==> config.mk <==
export PLATFORM = sky130hd
export DESIGN_NAME = capwalk_engine
export DESIGN_NICKNAME = d
export VERILOG_FILES = /design/src/rtl/capwalk_pkg.sv /design/src/rtl/capwalk_decode.sv /design/src/rtl/capwalk_ttl.sv /design/src/rtl/capwalk_engine.sv
export SDC_FILE = /design/constraint.sdc
export NUM_CORES = 1
export LEC_CHECK = 0
export BUFFER_PORTS_ARGS = -buffer_cell sky130_fd_sc_hd__buf_2
export CORE_MARGIN = 1
export CORE_UTILIZATION = 35
export CTS_CLUSTER_DIAMETER = 60
export DETAILED_ROUTE_END_ITERATION = 10
export SETUP_SLACK_MARGIN = 0.4
export SYNTH_ARGS = -nofsm -noshare
export SYNTH_HDL_FRONTEND = slang
export SYNTH_SLANG_ARGS = --single-unit
==> constraint.sdc <==
create_clock -name clk -period 1.7 [get_ports clk]
set_input_delay 0.425 -clock clk [delete_from_list [all_inputs] [get_ports clk]]
set_output_delay 0.425 -clock clk [all_outputs]
set_load 0.1 [all_outputs]
==> src/rtl/capwalk_pkg.sv <==
package capwalk_pkg;
  typedef enum logic [1:0] {
    WALK_IDLE = 2'd0,
    WALK_REQ  = 2'd1,
    WALK_WAIT = 2'd2
  } walk_state_e;
endpackage

==> src/rtl/capwalk_decode.sv <==
// Combinational header interpretation for both chain formats.
module capwalk_decode #(
  parameter int          ADDR_W     = 12,
  parameter int          STD_BYTES  = 256,
  parameter logic [7:0]  STD_MAX_ID = 8'h15
) (
  input  logic              ext_i,
  input  logic [31:0]       hdr_i,
  input  logic [ADDR_W-1:0] pos_i,
  input  logic [ADDR_W-1:0] skip_pos_i,
  input  logic              skip_en_i,
  input  logic [15:0]       tgt_i,
  output logic              hit_o,
  output logic              bad_id_o,
  output logic [ADDR_W-1:0] next_o,
  output logic              end_o
);
  logic id_eq;
  logic at_skip;
  logic unused_hdr_bits;

  assign unused_hdr_bits = ^{hdr_i[21:16], hdr_i[9:8]};
  assign at_skip         = skip_en_i && (pos_i == skip_pos_i);

  always_comb begin
    if (ext_i) begin
      id_eq    = (hdr_i[15:0] == tgt_i);
      bad_id_o = 1'b0;
      next_o   = ADDR_W'({hdr_i[31:22], 2'b00});
      end_o    = (next_o < ADDR_W'(STD_BYTES));
    end else begin
      id_eq    = (hdr_i[7:0] == tgt_i[7:0]);
      bad_id_o = (hdr_i[7:0] > STD_MAX_ID);
      next_o   = ADDR_W'({hdr_i[15:10], 2'b00});
      end_o    = (next_o == '0);
    end
    hit_o = id_eq && !at_skip;
  end
endmodule

==> src/rtl/capwalk_ttl.sv <==
// Remaining-entry budget for one walk.
module capwalk_ttl #(
  parameter int W = 9
) (
  input  logic         clk,
  input  logic         rst_n,
  input  logic         load_i,
  input  logic [W-1:0] load_val_i,
  input  logic         dec_i,
  output logic         last_o
);
  logic [W-1:0] cnt_q, cnt_d;

  always_comb begin
    cnt_d = cnt_q;
    if (load_i)     cnt_d = load_val_i;
    else if (dec_i) cnt_d = cnt_q - 1'b1;
  end

  always_ff @(posedge clk or negedge rst_n) begin
    if (!rst_n) cnt_q <= '0;
    else        cnt_q <= cnt_d;
  end

  assign last_o = (cnt_q == W'(1));


  ttl_no_wrap_chk: assert property (@(posedge clk) disable iff (!rst_n)
    dec_i |-> (cnt_q > W'(1)));
endmodule

==> src/rtl/capwalk_engine.sv <==
module capwalk_engine #(
  parameter int         CFG_BYTES     = 4096,
  parameter int         STD_BYTES     = 256,
  parameter int         STD_HDR_BYTES = 64,
  parameter int         LIST_ADDR     = 52,
  parameter logic [7:0] STD_MAX_ID    = 8'h15,
  localparam int        ADDR_W        = $clog2(CFG_BYTES)
) (
  input  logic              clk,
  input  logic              rst_n,
  input  logic              start_i,
  input  logic              ext_mode_i,
  input  logic              resume_i,
  input  logic [ADDR_W-1:0] resume_off_i,
  input  logic [15:0]       target_id_i,
  output logic              rd_req_o,
  output logic [ADDR_W-1:0] rd_addr_o,
  input  logic              rd_valid_i,
  input  logic [31:0]       rd_data_i,
  output logic              busy_o,
  output logic              done_o,
  output logic              found_o,
  output logic [ADDR_W-1:0] offset_o
);
  import capwalk_pkg::*;

  localparam int EXT_TTL = (CFG_BYTES - STD_BYTES) / 8;
  localparam int STD_TTL = (STD_BYTES - STD_HDR_BYTES) / 4;
  localparam int TTL_W   = $clog2(EXT_TTL + 1);
  localparam logic [ADDR_W-1:0] LIST_A = ADDR_W'(LIST_ADDR);
  localparam logic [ADDR_W-1:0] EXT_A  = ADDR_W'(STD_BYTES);

  walk_state_e       state_q, state_d;
  logic [ADDR_W-1:0] pos_q, pos_d, skip_pos_q, skip_pos_d, off_q, off_d;
  logic [15:0]       tgt_q, tgt_d;
  logic              ext_q, ext_d, skip_en_q, skip_en_d, list_q, list_d;
  logic              first_q, first_d, done_q, done_d, found_q, found_d;
  logic              ttl_load, ttl_dec, ttl_last;
  logic              hit, bad_id, chain_end;
  logic [ADDR_W-1:0] next_ptr, resume_al, list_ptr;
  logic              unused_resume_lsb;

  assign resume_al         = {resume_off_i[ADDR_W-1:2], 2'b00};
  assign unused_resume_lsb = ^resume_off_i[1:0];
  assign list_ptr          = ADDR_W'({rd_data_i[7:2], 2'b00});

  capwalk_decode #(
    .ADDR_W(ADDR_W), .STD_BYTES(STD_BYTES), .STD_MAX_ID(STD_MAX_ID)
  ) u_decode (
    .ext_i(ext_q), .hdr_i(rd_data_i), .pos_i(pos_q),
    .skip_pos_i(skip_pos_q), .skip_en_i(skip_en_q), .tgt_i(tgt_q),
    .hit_o(hit), .bad_id_o(bad_id), .next_o(next_ptr), .end_o(chain_end)
  );

  capwalk_ttl #(.W(TTL_W)) u_ttl (
    .clk(clk), .rst_n(rst_n), .load_i(ttl_load),
    .load_val_i(ext_mode_i ? TTL_W'(EXT_TTL) : TTL_W'(STD_TTL)),
    .dec_i(ttl_dec), .last_o(ttl_last)
  );

  always_comb begin
    state_d    = state_q;
    pos_d      = pos_q;
    skip_pos_d = skip_pos_q;
    skip_en_d  = skip_en_q;
    tgt_d      = tgt_q;
    ext_d      = ext_q;
    list_d     = list_q;
    first_d    = first_q;
    found_d    = found_q;
    off_d      = off_q;
    done_d     = 1'b0;
    ttl_load   = 1'b0;
    ttl_dec    = 1'b0;
    case (state_q)
      WALK_IDLE: if (start_i) begin
        ext_d      = ext_mode_i;
        tgt_d      = target_id_i;
        skip_en_d  = resume_i;
        skip_pos_d = resume_al;
        first_d    = 1'b1;
        found_d    = 1'b0;
        off_d      = '0;
        ttl_load   = 1'b1;
        list_d     = !ext_mode_i && !resume_i;
        if (resume_i)        pos_d = resume_al;
        else if (ext_mode_i) pos_d = EXT_A;
        else                 pos_d = LIST_A;
        state_d    = WALK_REQ;
      end
      WALK_REQ: state_d = WALK_WAIT;
      WALK_WAIT: if (rd_valid_i) begin
        if (list_q) begin
          if (list_ptr == '0) begin
            done_d  = 1'b1;
            state_d = WALK_IDLE;
          end else begin
            pos_d   = list_ptr;
            list_d  = 1'b0;
            state_d = WALK_REQ;
          end
        end else if ((ext_q && first_q && rd_data_i == '0) || bad_id) begin
          done_d  = 1'b1;
          state_d = WALK_IDLE;
        end else if (hit) begin
          done_d  = 1'b1;
          found_d = 1'b1;
          off_d   = pos_q;
          state_d = WALK_IDLE;
        end else if (ttl_last || chain_end) begin
          done_d  = 1'b1;
          state_d = WALK_IDLE;
        end else begin
          pos_d   = next_ptr;
          first_d = 1'b0;
          ttl_dec = 1'b1;
          state_d = WALK_REQ;
        end
      end
      default: state_d = WALK_IDLE;
    endcase
  end

  always_ff @(posedge clk or negedge rst_n) begin
    if (!rst_n) begin
      state_q    <= WALK_IDLE;
      pos_q      <= '0;
      skip_pos_q <= '0;
      skip_en_q  <= 1'b0;
      tgt_q      <= '0;
      ext_q      <= 1'b0;
      list_q     <= 1'b0;
      first_q    <= 1'b0;
      found_q    <= 1'b0;
      off_q      <= '0;
      done_q     <= 1'b0;
    end else begin
      state_q    <= state_d;
      pos_q      <= pos_d;
      skip_pos_q <= skip_pos_d;
      skip_en_q  <= skip_en_d;
      tgt_q      <= tgt_d;
      ext_q      <= ext_d;
      list_q     <= list_d;
      first_q    <= first_d;
      found_q    <= found_d;
      off_q      <= off_d;
      done_q     <= done_d;
    end
  end

  assign rd_req_o  = (state_q == WALK_REQ);
  assign rd_addr_o = pos_q;
  assign busy_o    = (state_q != WALK_IDLE);
  assign done_o    = done_q;
  assign found_o   = found_q;
  assign offset_o  = off_q;


  done_one_cycle_chk: assert property (@(posedge clk) disable iff (!rst_n)
    done_o |=> !done_o);

  miss_offset_zero_chk: assert property (@(posedge clk) disable iff (!rst_n)
    (done_o && !found_o) |-> (offset_o == '0));

  req_single_cycle_chk: assert property (@(posedge clk) disable iff (!rst_n)
    rd_req_o |=> !rd_req_o);

  req_aligned_chk: assert property (@(posedge clk) disable iff (!rst_n)
    rd_req_o |-> (rd_addr_o[1:0] == 2'b00));

  ext_hit_range_chk: assert property (@(posedge clk) disable iff (!rst_n)
    (done_o && found_o && ext_q) |-> (offset_o >= EXT_A));

  busy_start_ignored_chk: assert property (@(posedge clk) disable iff (!rst_n)
    (busy_o && start_i) |=> $stable(tgt_q));
endmodule

**After elaboration in Yosys (flattened, before gate mapping)**

Cells that the tools add are included.

- $add $sub $neg: 1
- $mul: 0
- Divide/modulo/power cells: 0
- $lt $le $gt $ge: 2
- Eq/ne operators: 17
- Shifts and indexed selects: 0
- Multiplexer cells: 63
- Bitwise logic cells: 0
- Reductions and logical operators: 23

Operators by type and width:

| kind | count |
|---|---|
| 12-bit two-way mux | 14 |
| 12-bit case mux with 2 select lines | 2 |
| 1-bit two-way mux | 36 |
| 9-bit two-way mux | 4 |
| 32-bit zero test | 1 |
| 16-bit equality test | 1 |
| 2-bit inequality test (second input constant) | 7 |
| 7-bit AND reduction | 2 |
| 12-bit equality test | 1 |
| 12-bit zero test | 1 |
| 12-bit by 9-bit < comparator with 1-bit output (second input constant) | 1 |
| 3-bit inequality test (second input constant) | 4 |
| 9-bit by 1-bit equality test with 1-bit output (second input constant) | 1 |
| 9-bit by 1-bit subtractor with 9-bit output (second input constant) | 1 |
| 8-bit equality test | 1 |
| 8-bit by 5-bit > comparator with 1-bit output (second input constant) | 1 |
| 6-bit zero test | 1 |
| 2-bit two-way mux | 3 |
| 1-bit case mux with 2 select lines | 3 |
| 2-bit case mux with 3 select lines | 1 |
| 6-bit AND reduction | 1 |
| 2-bit nonzero test | 3 |
| 1-bit logical AND | 5 |
| 2-bit AND reduction | 2 |
| other kinds (6) | 9 |

- Register bits after elaboration: 67
- Latch bits: 0
- RAM bits: 0
- ROM bits: 0
- Input port bits: 66
- Output and inout bits: 28
- Logic and storage cells: 118
- Memories: 0

**Depth between registers and ports, before layout**

- Depth in word-level cells: 11
- Depth in mapped cells: 8
- Gate-level depth less buffers: 7

**Hierarchy**

A second synthesis with hierarchy kept.

- Cell total of the unflattened synthesis: 334
- Area, all modules: 3652.3 um^2

By module, submodules not included:

| module | instances | cells an instance | area each (um^2) | sequential area each (um^2) |
|---|---|---|---|---|
| capwalk_engine | 1 | 219 | 2661.3 | 1451.4 |
| capwalk_ttl | 1 | 55 | 511.7 | 225.2 |
| capwalk_decode | 1 | 60 | 479.2 | 0.0 |

**Least setup slack after synthesis**

OpenSTA, ideal clock, no wires.

- Path kind: reg-to-reg
- Start: register pos_q[3], in the netlist rd_addr_o[3]
- End: register u_ttl.cnt_q[5]
- Setup time: 0.069 ns
- Data arrival time: 2.394 ns
- Required time: 1.631 ns
- Path slack: -0.763 ns
- Stages on the path, launching flop included: 8
- Buffers on the path: 1
- Period minus slack after synthesis: 2.463 ns
- Path through: dfrtp_1 xnor2_1 nand4_1 nor3_2 nor3_2 buf_4 or4_1 nand3_1

- Word-level cells in the longest chain between the ends: 10

RTL lines:

| item | RTL line | text |
|---|---|---|
| from (decl) | capwalk_engine.sv:34 | `logic [ADDR_W-1:0] pos_q, pos_d, skip_pos_q, skip_pos_d, off_q, off_d;` |
| from (signal assigned) | capwalk_engine.sv:139 | `pos_q <= pos_d;` |
| 12-bit equality test | capwalk_decode.sv:23 | `assign at_skip = skip_en_i && (pos_i == skip_pos_i);` |
| 1-bit logical AND | capwalk_decode.sv:23 |  |
| 1-bit zero test | capwalk_decode.sv:37 | `hit_o = id_eq && !at_skip;` |
| 1-bit logical AND | capwalk_decode.sv:37 |  |
| 1-bit two-way mux | capwalk_engine.sv:105 | `end else if (hit) begin` |
| 1-bit two-way mux | capwalk_engine.sv:102 | `end else if ((ext_q && first_q && rd_data_i == '0) \|\| bad_id) begin` |
| 1-bit two-way mux | capwalk_engine.sv:93 | `if (list_q) begin` |
| 1-bit two-way mux | capwalk_engine.sv:92 | `WALK_WAIT: if (rd_valid_i) begin` |
| 1-bit two-way mux | capwalk_engine.sv:75 | `case (state_q)` |
| 2-bit nonzero test (no line) | -- |  |
| to (signal assigned) | capwalk_ttl.sv:22 | `else cnt_q <= cnt_d;` |
| to (decl) | capwalk_ttl.sv:12 | `logic [W-1:0] cnt_q, cnt_d;` |

Every way passes these cells.
A chain may end at the register's enable or synchronous reset.

**Final worst setup path**

- Start: register tgt_q[4]
- End: register off_q[10], in the netlist offset_o[10]

- Word-level cells in the longest chain between the ends: 5
- Elaborated cells on any way between the ends: 6
- Those cells by class: eq/ne: 3; mux: 1; reduce/logical: 2

RTL lines:

| item | RTL line | text |
|---|---|---|
| from (decl) | capwalk_engine.sv:35 | `logic [15:0] tgt_q, tgt_d;` |
| from (signal assigned) | capwalk_engine.sv:142 | `tgt_q <= tgt_d;` |
| 16-bit equality test or 8-bit equality test (tied branches) | capwalk_decode.sv:27, capwalk_decode.sv:32 |  |
| 1-bit two-way mux * | capwalk_decode.sv:26 | `if (ext_i) begin` |
| 1-bit logical AND * | capwalk_decode.sv:37 |  |
| 2-bit inequality test (no line) * | -- |  |
| 6-bit AND reduction (no line) * | -- |  |
| to (signal assigned) | capwalk_engine.sv:135 | `off_q <= '0;` |
| to (signal assigned) | capwalk_engine.sv:147 | `off_q <= off_d;` |
| to (decl) | capwalk_engine.sv:34 |  |

Mark *: on every way between the ends. The rest lies on a longest branch, timed or not.

==> insert_results.sql <==
INSERT INTO impl_metrics (metric_group, metric, value, unit) VALUES
('floorplan', 'placement_rows', '36', ''),
('global_routing', 'groute.layer.met2.usage', '35.9', '%'),
('cts', 'cts_tree', 'done', ''),
('worst_setup_path', 'timing.critical_path.mode_cell', 'sky130_fd_sc_hd__buf_6', ''),
('finish', 'multiInputGateArea', '2060', 'sq um'),
('finish', 'num-fill-cells', '814', ''),
('finish', 'postLayoutCoreUtil', '59.4', '%'),
('routing', 'avgViaCountPerCell', '5.01', ''),
('placement', 'buffer_ports.inserted', '87', ''),
('cts', 'clock_latency_on_the_worst_skew_pair', '0.35', 'ns'),
('floorplan', 'floorplan.io_pins', '94', ''),
('sta', 'achievable-frequency', '474', 'MHz'),
('cts', 'cts_max_level', '3', ''),
('floorplan', 'die-height', '102', 'um'),
('floorplan', 'core', '9730', 'sq um'),
('routing', 'first_pass_iters', '5', ''),
('routing', 'wl_per_cell', '15.6', 'um'),
('cts', 'root_buffer', 'sky130_fd_sc_hd__clkbuf_8', ''),
('finish', 'seq_area', '1630', 'sq um'),
('worst_setup_path', 'crit_cells', '9', ''),
('floorplan', 'design.die.area', '10400', 'sq um'),
('sta', 'final_max_slew_viol_count', '0', ''),
('worst_setup_path', 'r2r_cells', '9', ''),
('synth', 'synth.area.top_cells', 'sky130_fd_sc_hd__dfrtp_1 (45%), sky130_fd_sc_hd__nand2_1 (13%), sky130_fd_sc_hd__mux2i_1 (5.4%), sky130_fd_sc_hd__xor2_1 (4.0%), sky130_fd_sc_hd__xnor2_1 (2.5%)', ''),
('worst_setup_path', 'slowest_stage', 'sky130_fd_sc_hd__dfrtp_1', ''),
('synth', 'synthSimpleGateAreaFrac', '26.2', '%'),
('synth', 'synth_cell_types', '57', ''),
('global_routing', 'pin_count_of_the_biggest_net_entering_global_routing', '51', ''),
('sta', 'postLayoutSetupSlackWorst', '-0.411', 'ns'),
('status', 'result_of_the_run', 'complete, but fails checks', ''),
('worst_setup_path', 'critical_path_required', '1.93', 'ns'),
('finish', 'area.growth.synth_to_final', '65.2', '%'),
('floorplan', 'chipWidth', '102', 'um'),
('routing', 'routed_wl', '10800', 'um'),
('cts', 'ctsLongestPathBuffers', '2', ''),
('global_routing', 'grt_pass1_wl', '17500', 'um'),
('cts', 'numCtsBuffers', '9', ''),
('synth', 'post_synth_instance_area', '3500', 'sq um'),
('worst_setup_path', 'worstPathMaxFanout', '11', ''),
('routing', 'dr_total_vias', '3457', ''),
('synth', 'synthesis.area_per_instance', '9.18', 'sq um'),
('synth', 'seq_area_frac_synth', '45.1', '%'),
('worst_setup_path', 'cp_data_arrival_time', '2.34', 'ns'),
('sta', 'timing_hold_violations_final', '0', ''),
('global_routing', 'via_count_of_the_first_global_routing_pass', '3462', ''),
('sta', 'setup_violators_final', '34', ''),
('worst_setup_path', 'timing.critical_path.slowest_cell_delay', '0.40', 'ns'),
('pwr', 'p_total', '9.94', 'mW'),
('run', 'drv.max_cap_violation_count', '0', ''),
('global_routing', 'globalRouteOverflowTotal', '0', ''),
('synth', 'synth.top_cell.area_share', '45.1', '%'),
('worst_setup_path', 'worstSetupStartpointType', 'register', ''),
('worst_setup_path', 'critical-path-top-delay-family', 'simple AND/OR/NAND/NOR gates', ''),
('worst_setup_path', 'worstPathCellList', 'xor2_1 -> nor4_2 -> nand2_2 -> buf_6 -> nor3_4 -> buf_6 -> nand3_4 -> buf_12 -> mux2i_4', ''),
('placement', 'place.gp.congestion', '0.849', ''),
('status', 'violations', 'setup timing', ''),
('routing', 'initialDrtViolationCount', '220', ''),
('synth', 'synth_top_family_by_area', 'simple AND/OR/NAND/NOR gates', ''),
('synth', 'synth_edf_count', '0', ''),
('synth', 'synth-main-ff-cell', 'sky130_fd_sc_hd__dfrtp_1', ''),
('global_routing', 'globalRouteTotalUtil', '22.1', '%'),
('worst_setup_path', 'critical_path_class', 'register to register', ''),
('routing', 'drc', '0', ''),
('synth', 'yosys_warnings', '0', ''),
('global_routing', 'globalRoute.busiestLayer', 'met2', ''),
('pwr', 'pd_cells', '1720', 'nW/um^2'),
('cts', 'numClockSinks', '63', ''),
('worst_setup_path', 'crit_buf_inv', '3', ''),
('synth', 'synth-compound-area-share', '11.2', '%'),
('floorplan', 'initial_utilization', '36.0', '%'),
('pwr', 'max-vdd-ir-drop', '0.000704', 'V');
## placed cells by master, fill, tap and decap left out, types with 6 or more instances in the layout
cell type and count:
sky130_fd_sc_hd__a21o_1 6, sky130_fd_sc_hd__buf_12 30, sky130_fd_sc_hd__buf_2 63, sky130_fd_sc_hd__buf_4 58, sky130_fd_sc_hd__buf_6 23, sky130_fd_sc_hd__clkbuf_8 10, sky130_fd_sc_hd__dfrtp_1 40, sky130_fd_sc_hd__dfrtp_2 13
sky130_fd_sc_hd__dfrtp_4 10, sky130_fd_sc_hd__mux2i_1 18, sky130_fd_sc_hd__nand2_1 117, sky130_fd_sc_hd__nand3_1 7, sky130_fd_sc_hd__nor2_1 9, sky130_fd_sc_hd__nor4_1 6, sky130_fd_sc_hd__o211ai_1 10, sky130_fd_sc_hd__xnor2_1 7
sky130_fd_sc_hd__xor2_1 15
## power by group
group / leakage, nW / switching [mW] / total (mW) / internal (mW)
clock: 0.109 / 0.648 / 1.52 / 0.873
sequential: 0.764 / 0.493 / 2.63 / 2.14
combinational: 1.80 / 3.17 / 5.79 / 2.63
total: 2.68 / 4.31 / 9.94 / 5.64
## through the flow
stage,setup WS (ns),cells,setup TNS [ns],hold slack [ns],cell area (sq um)
finish,-0.411,690,-11.31,0.262,5780
global route,-0.524,690,-14.83,0.267,5780
CTS,-0.438,682,-11.39,0.255,5600
detailed placement,-0.597,652,-16.12,0.354,4720
global placement,-0.524,652,-14.03,0.348,4720
floorplan,-0.383,384,-6.58,0.129,3640
## repair_timing
action,CTS,global route
gates cloned,1,0
buffers inserted,12,8
hold endpoints to repair,13,0
endpoints found under the setup margin,86,85
hold buffers,1,0
pin swaps,28,14
resized for setup,129,26
## routing by layer
metal,vias up,part of all wire [%]
li1,1663,-
met1,1660,46
met2,119,49
met3,15,4.5
met4,0,1.3
met5,-,0
## synthesized netlist by cell type (2+ instances only)
| library cell | number |
|---|---|
| sky130_fd_sc_hd__a211o_1 | 2 |
| sky130_fd_sc_hd__a211oi_1 | 2 |
| sky130_fd_sc_hd__a21o_1 | 6 |
| sky130_fd_sc_hd__a21oi_1 | 5 |
| sky130_fd_sc_hd__a31oi_1 | 2 |
| sky130_fd_sc_hd__a32o_1 | 3 |
| sky130_fd_sc_hd__and2_1 | 3 |
| sky130_fd_sc_hd__and3_1 | 2 |
| sky130_fd_sc_hd__buf_2 | 2 |
| sky130_fd_sc_hd__buf_4 | 6 |
| sky130_fd_sc_hd__clkbuf_1 | 12 |
| sky130_fd_sc_hd__dfrtp_1 | 63 |
| sky130_fd_sc_hd__ha_1 | 2 |
| sky130_fd_sc_hd__inv_1 | 5 |
| sky130_fd_sc_hd__mux2_1 | 4 |
| sky130_fd_sc_hd__mux2i_1 | 19 |
| sky130_fd_sc_hd__nand2_1 | 121 |
| sky130_fd_sc_hd__nand2b_1 | 2 |
| sky130_fd_sc_hd__nand3_1 | 10 |
| sky130_fd_sc_hd__nand4_1 | 4 |
| sky130_fd_sc_hd__nand4b_1 | 2 |
| sky130_fd_sc_hd__nor2_1 | 10 |
| sky130_fd_sc_hd__nor3_1 | 7 |
| sky130_fd_sc_hd__nor3_2 | 3 |
| sky130_fd_sc_hd__nor4_1 | 10 |
| sky130_fd_sc_hd__o211ai_1 | 10 |
| sky130_fd_sc_hd__o21ai_0 | 7 |
| sky130_fd_sc_hd__o221a_1 | 3 |
| sky130_fd_sc_hd__or4_1 | 2 |
| sky130_fd_sc_hd__xnor2_1 | 10 |
| sky130_fd_sc_hd__xor2_1 | 16 |
## tightest hold or removal path, delay by kind of cell
kind	cells	cell delay (ns)
and+or+nand+nor	2	0.08
buffers and inverters	1	0.07
## cell families after synthesis
logic type	count (synthesis)
simple gates	190
compound gates	50
mux	23
flops	63
xor+xnor	26
fa+ha+maj	2
other cells	1
buf+inv	26
## registers in the layout, indices dropped and copies added (netlist names)
name and flops:
ext_q 1, skip_en_q 1, u_ttl.cnt_q 9, state_q 2, skip_pos_q 10, offset_o 10
list_q 1, rd_addr_o 10, done_o 1, tgt_q 16, first_q 1, found_o 1
## worst paths after layout
| kind | startpoint | to | slack, ns |
|---|---|---|---|
| worst max register to register | tgt_q[4] | offset_o[10] | -0.41 |
| worst min register to register | skip_pos_q[10] | skip_pos_q[10] | 0.51 |
| worst min-delay path | target_id_i[8] | tgt_q[8] | 0.26 |
| min in group asynchronous | rst_n | offset_o[8] | 0.52 |
| worst max-delay path | tgt_q[4] | offset_o[10] | -0.41 |
| max in group asynchronous | rst_n | rd_addr_o[2] | 0.57 |
## final cells by class
type                            count  area share (%)
Multi-Input combinational cell    295            35.6
Timing Repair Buffer              177            28.9
Sequential cell                    63            28.2
Tap cell                          133            2.88
Clock buffer                       10            2.38
Clock inverter                      6            1.60
Inverter                            6           0.455
Note: power is estimated with default switching activity, not from simulation.
